**config.mk**
```make
export PLATFORM = sky130hd
export DESIGN_NAME = twoOfFourDetect
export DESIGN_NICKNAME = d
export VERILOG_FILES = /design/src/rtl/twoOfFourPkg.sv /design/src/rtl/twoOfFourCtrl.sv /design/src/rtl/twoOfFourMatch.sv /design/src/rtl/twoOfFourDp.sv /design/src/rtl/twoOfFourDetect.sv
export SDC_FILE = /design/constraint.sdc
export NUM_CORES = 1
export LEC_CHECK = 0
export ABC_AREA = 1
export BUFFER_PORTS_ARGS = -buffer_cell sky130_fd_sc_hd__clkbuf_2
export CAP_MARGIN = 30
export CORE_AREA = 2 2 39 41
export DETAILED_ROUTE_END_ITERATION = 12
export DIE_AREA = 0 0 41 43
export SYNTH_ARGS = -nofsm -noshare
export SYNTH_HDL_FRONTEND = slang
export SYNTH_HIERARCHICAL = 1
export SYNTH_SLANG_ARGS = --single-unit
```
**constraint.sdc**
```tcl
create_clock -name clk -period 1.4 [get_ports clk]
set_input_delay 0.14 -clock clk [delete_from_list [all_inputs] [get_ports clk]]
set_output_delay 0.14 -clock clk [all_outputs]
set_load 0.005 [all_outputs]
```
**src/rtl/twoOfFourPkg.sv**
```systemverilog
package twoOfFourPkg;

  typedef enum logic {
    DET_COUNT  = 1'b0,
    DET_PARITY = 1'b1
  } detStyle_e;

  typedef struct packed {
    logic clearAll;
    logic shiftEn;
    logic loadFlag;
  } detStrobe_t;

endpackage

```
**src/rtl/twoOfFourCtrl.sv**
```systemverilog
module twoOfFourCtrl
  import twoOfFourPkg::*;
(
  input  logic       rst,
  output detStrobe_t strobes
);

  always_comb begin
    strobes.clearAll = rst;
    strobes.shiftEn  = ~rst;
    strobes.loadFlag = ~rst;
  end

endmodule

```
**src/rtl/twoOfFourMatch.sv**
```systemverilog
module twoOfFourMatch
  import twoOfFourPkg::*;
#(
  parameter int        WIN_LEN  = 4,
  parameter int        HIT_ONES = 2,
  parameter detStyle_e STYLE    = DET_PARITY
) (
  input  logic [WIN_LEN-1:0] window,
  output logic               hit
);

  localparam int CNT_W = $clog2(WIN_LEN + 1);
  localparam bit PARITY_OK = (STYLE == DET_PARITY) && (WIN_LEN == 4) && (HIT_ONES == 2);

  generate
    if (PARITY_OK) begin : g_parity
      logic evenPar;
      logic notAllOnes;
      logic notAllZeros;
      always_comb begin
        evenPar     = ~(^window);
        notAllOnes  = ~(&window);
        notAllZeros = |window;
        hit         = evenPar & notAllOnes & notAllZeros;
      end
    end else begin : g_count
      logic [CNT_W-1:0] ones;
      always_comb begin
        ones = '0;
        for (int i = 0; i < WIN_LEN; i++) begin
          ones = ones + CNT_W'(window[i]);
        end
        hit = (ones == CNT_W'(HIT_ONES));
      end
    end
  endgenerate

endmodule

```
**src/rtl/twoOfFourDp.sv**
```systemverilog
module twoOfFourDp
  import twoOfFourPkg::*;
#(
  parameter int        WIN_LEN  = 4,
  parameter int        HIT_ONES = 2,
  parameter detStyle_e STYLE    = DET_PARITY,
  parameter bit        SYNC_IN  = 1'b0
) (
  input  logic       clk,
  input  detStrobe_t strobes,
  input  logic       serIn,
  output logic       flagOut
);

  localparam int HIST_LEN = WIN_LEN - 1;

  logic                curBit;
  logic [HIST_LEN-1:0] histQ;
  logic [WIN_LEN-1:0]  window;
  logic                hitComb;
  logic                flagQ;

  generate
    if (SYNC_IN) begin : g_sync
      logic syncQ;
      always_ff @(posedge clk) begin
        if (strobes.clearAll)     syncQ <= 1'b0;
        else if (strobes.shiftEn) syncQ <= serIn;
      end
      assign curBit = syncQ;
    end else begin : g_live
      assign curBit = serIn;
    end
  endgenerate

  always_ff @(posedge clk) begin
    if (strobes.clearAll)     histQ <= '0;
    else if (strobes.shiftEn) histQ <= {histQ[HIST_LEN-2:0], curBit};
  end

  assign window = {histQ, curBit};

  twoOfFourMatch #(
    .WIN_LEN (WIN_LEN),
    .HIT_ONES(HIT_ONES),
    .STYLE   (STYLE)
  ) u_match (
    .window(window),
    .hit   (hitComb)
  );

  always_ff @(posedge clk) begin
    if (strobes.clearAll)      flagQ <= 1'b0;
    else if (strobes.loadFlag) flagQ <= hitComb;
  end

  assign flagOut = flagQ;

endmodule

```
**src/rtl/twoOfFourDetect.sv**
```systemverilog
module twoOfFourDetect
  import twoOfFourPkg::*;
#(
  parameter int        WIN_LEN      = 4,
  parameter int        HIT_ONES     = 2,
  parameter detStyle_e DETECT_STYLE = DET_PARITY,
  parameter bit        SYNC_IN      = 1'b0
) (
  input  logic clk,
  input  logic rst,
  input  logic serIn,
  output logic flagOut
);

  detStrobe_t strobes;

  twoOfFourCtrl u_ctrl (
    .rst    (rst),
    .strobes(strobes)
  );

  twoOfFourDp #(
    .WIN_LEN (WIN_LEN),
    .HIT_ONES(HIT_ONES),
    .STYLE   (DETECT_STYLE),
    .SYNC_IN (SYNC_IN)
  ) u_dp (
    .clk    (clk),
    .strobes(strobes),
    .serIn  (serIn),
    .flagOut(flagOut)
  );

endmodule

```
==> results of run 1 <==
power by group:
| group | switching (W) | internal [W] | total (W) | leakage, nW |
|---|---|---|---|---|
| clock network | 0.0000468 | 0.0000959 | 0.000143 | 0.0138 |
| registers | 0.00000606 | 0.000123 | 0.000129 | 0.0332 |
| logic | 0.0000322 | 0.0000240 | 0.0000561 | 0.149 |
| total | 0.0000851 | 0.000243 | 0.000328 | 0.196 |
state kept, by name, summed over array words and instances, names as in the netlist:
signal,cells
u_dp/histQ,3
u_dp/flagOut,1
worst max-delay path, cell delays in order (launching register included):
cell,delay (ns)
dfxtp_1,0.36
inv_1,0.06
ha_1,0.30
inv_1,0.06
nand2_1,0.04
nand2_1,0.07
nor2_2,0.03
inv_1,0.04
nand2_1,0.04
nand2_1,0.06
nor2_1,0.04
metal layers:
layer  part of all wire, %  vias to the layer above
li1                      -                      131
met1                    46                       88
met2                    45                        5
met3                   5.0                        2
met4                   3.7                        0
met5                     0                        -
logic make-up (layout without fill, tap and decap cells):
| kind of cell | Yosys count | after routing | synth area share, % |
|---|---|---|---|
| buf+inv | 14 | 18 | 21.5 |
| flops | 4 | 4 | 28.7 |
| simple gates | 23 | 23 | 31.8 |
| fa+ha+maj | 4 | 4 | 17.9 |
final cells by class:
| class | count | area [um2] | area share, % |
|---|---|---|---|
| multi-input cells | 27 | 139 | 43.2 |
| flip-flops and latches | 4 | 80.1 | 24.9 |
| inverters | 12 | 45.0 | 14.0 |
| clock buffers | 3 | 22.5 | 7.00 |
| well taps | 16 | 20.0 | 6.23 |
| repair buffers | 3 | 15.0 | 4.67 |
final timing paths:
kind / from / to / slack (ns) / cells past startpoint
worst max-delay path: u_dp/histQ[1] / u_dp/flagOut / 0.21 / 10
worst min-delay path: rst / u_dp/histQ[0] / 0.19 / 4
worst max register to register: u_dp/histQ[1] / u_dp/flagOut / 0.21 / 10
worst min register to register: u_dp/histQ[2] / u_dp/histQ[2] / 0.48 / 2
per-stage QoR:
stage          total power, W  setup WS [ns]  std cells  cell area, um2  util [%]
2_1_floorplan        0.000178          0.277         45             279         -
3_3_place_gp         0.000188          0.207         62             299      21.6
3_5_place_dp         0.000188          0.205         62             299      21.6
4_1_cts              0.000334          0.200         65             322      23.2
5_1_grt              0.000364         0.0625         65             322      23.2
6_report             0.000328          0.206         65             322      23.2
layout by cell type, fill, tap and decap left out:
master    instances
inv_1            12
clkbuf_2          3
clkbuf_4          3
dfxtp_1           4
nand2_1          14
nor2_1            8
nor2_2            1
ha_1              4
==> metrics, run 1 <==
worst hold slack=0.193 ns; routability cong.=0.689; pin count of the biggest net entering global routing=9; HPWL Detailed=299 um; Syn Area/Cell=6.20 um2; CP startpoint kind=register; die area=0.00176 mm2; Slew headroom=85.6%; Die Ht=43 um; post-synthesis async set-or-reset flop share=0%; Synth Net Count=52; sequential area share after synthesis=28.7%; yosys synthesis warning count=6; EDFF count, synth=0; setup tns final=0 ns; largest cells by area after synthesis=dfxtp_1 29%, nand2_1 19%, ha_1 18%, inv_1 16%, nor2_1 11%; count leader, synth=nand2_1; CP endpoint kind=register; RSZ-0062 raised after global routing=false; Skew-Pair Late Insertion Delay=0.23 ns; Hold Crit Class=input pin to register; Global Route Usage Sum=7.33%; fill count=154; Worst Path Max Fanout=4; H-tree Lvls=1; routing usage on met3=4.71%; Final Hold Viols=0; Initial Util=20.2%; Post-Synthesis Cells=45; CTS buffer count=3; Tcrit/Tclk final=85.3%; area of the core=0.00138 mm2; # rows=14; CP Class=register to register; Post-CTS Setup Bufs=0; Max Cap Violations=0; routed vias/inst=3.48; Max Clock Skew=0.00188 ns; clock slew at reported path FFs=0.04 ns; min Tclk post-route=1.19 ns; 1st-iter DRT viols=4; root buffer cell=clkbuf_4; crit path DAT=1.32 ns; FF+latch count, synth=4; library cells used by synthesis=7; Area growth, synth to finish=15.2%; routed via count=226; met2 Use GR=9.06%; CTS tree=done; n_diodes=0; Final #Nets=58; # port buffers=3; status=complete, no violations; top cells by count, synth=14 x nand2_1, 12 x inv_1, 8 x nor2_1; vias in the first global route=213; cts repair resizes=0; drt pass-1 iters=2; Finish-stage setup viols=0; busiest grt layer=met4; Post-Syn Area=279 um2; global-route wire length before repair=752 um; Worst Max-Slew Pin Slew=0.216 ns; layout cells sized above 1=14.3%; post-DR wirelength/cell=5.83 um; Highest Clock Rate=837 MHz; clk sinks=4; ys flop type=dfxtp_1; static leakage=0.196 nW; DRC viols=0; area leader, netlist=dfxtp_1; area share of the largest cell type after synthesis=28.7%; CTS Hold Bufs=0; final WL=379 um; Max VDD drop=349 uV; antenna-violating nets left=0; Die W=41 um; deepest clock path buffer count=2; Req. time, crit path=1.53 ns; power per cell area=1020 mW/mm2; Max Slew Vio Count=0; initial antenna violation count=0; met1 usage=6.43%; num ports=4; GR Overflow Total=0
Note: power is estimated with default switching activity, not from simulation.
==> run 2, diff against run 1 <==
Clock period 1.4 ns to 1.2 ns, I/O delays scaled along.
==> run 2 against run 1 <==
  * Critical path depth decreased by 1
  * Total power increased by 23%
  * Count of clock-buffer cells in the layout unchanged
  * Core utilization increased by 3.7 points
  * Wire length increased by 16%
==> metrics, run 2 (synthesis gave the netlist of run 1 again) <==
status=complete, no violations; Highest Clock Rate=891 MHz; H-tree Lvls=1; Hold Crit Class=input pin to register; CTS tree=done; CTS Hold Bufs=0; Initial Util=20.2%; Post-CTS Setup Bufs=0; GR Overflow Total=0; commonest non-fill, non-tap cells in the layout=14 x nand2_1, 8 x inv_1, 8 x nor2_1; Area growth, synth to finish=33.6%; cts repair resizes=0; num ports=4; n_diodes=0; met1 usage=8.36%; Final #Nets=61; area of the core=0.00138 mm2; initial antenna violation count=0; Max Clock Skew=0.000910 ns; # rows=14; Max Cap Violations=0; crit path DAT=1.29 ns; busiest grt layer=met4; max FFs per register=3; antenna-violating nets left=0; Die W=41 um; global-route wire length before repair=800 um; Worst Path Max Fanout=3; largest reg by FF count=u_dp/histQ; routed via count=244; power per cell area=1080 mW/mm2; Max VDD drop=609 uV; leading cell type in the layout, fill and taps excluded=nand2_1; # port buffers=3; final WL=441 um; CP startpoint kind=register; DRC viols=0; post-DR wirelength/cell=6.49 um; clock slew at reported path FFs=0.03 ns; Placed Area=322 um2; die area=0.00176 mm2; Die Ht=43 um; CTS buffer count=3; met2 Use GR=8.44%; Global Route Usage Sum=7.43%; Final Hold Viols=0; deepest clock path buffer count=2; CP Class=register to register; Skew-Pair Late Insertion Delay=0.23 ns; Finish-stage setup viols=0; Tcrit/Tclk final=93.5%; layout cells sized above 1=36.5%; clk sinks=4; 1st-iter DRT viols=0; CP endpoint kind=register; Slew headroom=86.2%; root buffer cell=clkbuf_4; drt pass-1 iters=1; static leakage=0.213 nW; vias in the first global route=218; Worst Max-Slew Pin Slew=0.206 ns; Max Slew Vio Count=0; routing usage on met3=1.57%; routability cong.=0.692; post-route cell area=373 um2; setup tns final=0 ns; min Tclk post-route=1.12 ns; pin count of the biggest net entering global routing=9; total power=0.000403 W; RSZ-0062 raised after global routing=true; Req. time, crit path=1.37 ns; routed vias/inst=3.59; HPWL Detailed=340 um
==> run 2: routing by layer <==
metal  routed length, um  up-vias
li1                    -      139
met5                   0        -
met3                  14        4
met1                 204       96
met4                  31        0
met2                 190        5
==> run 2: report_power, final <==
part / internal (W) / leakage (nW) / switching, W
Combinational: 0.0000431 / 0.165 / 0.0000482
Clock: 0.000111 / 0.0138 / 0.0000490
Sequential: 0.000145 / 0.0341 / 0.00000588
==> run 2: cell type report <==
class	count	area, um2
Clock buffer	3	22.5
Fill cell	151	1010
Inverter	12	45.0
Multi-Input combinational cell	27	164
Sequential cell	4	83.8
Tap cell	16	20.0
Timing Repair Buffer	6	37.5
==> run 2: per-stage QoR <==
stage | util (%) | setup WS [ns] | std cells | hold slack, ns
3_5_place_dp | 23.2 | 0.0470 | 65 | 0.424
5_1_grt | 26.9 | -0.0204 | 68 | 0.188
3_3_place_gp | 23.2 | 0.0661 | 65 | 0.417
6_report | 26.9 | 0.0782 | 68 | 0.178
4_1_cts | 24.9 | 0.0360 | 68 | 0.180
2_1_floorplan | - | 0.0774 | 45 | 0.308
==> run 2: final timing paths <==
check	startpoint	end	slack (ns)	cells after the start
max reg2reg	u_dp/histQ[1]	u_dp/flagOut	0.08	9
max	u_dp/histQ[1]	u_dp/flagOut	0.08	9
min	rst	u_dp/histQ[0]	0.18	4
min reg2reg	u_dp/flagOut	u_dp/flagOut	0.49	2
==> run 2: worst max-delay path, cell delays in order (launching register included) <==
cell and delay, ns:
dfxtp_2 0.31, buf_4 0.13, ha_1 0.18, nand2_1 0.05, nand2_1 0.06, nor2_2 0.11
inv_1 0.04, nand2_1 0.05, nand2_1 0.05, nor2_1 0.07
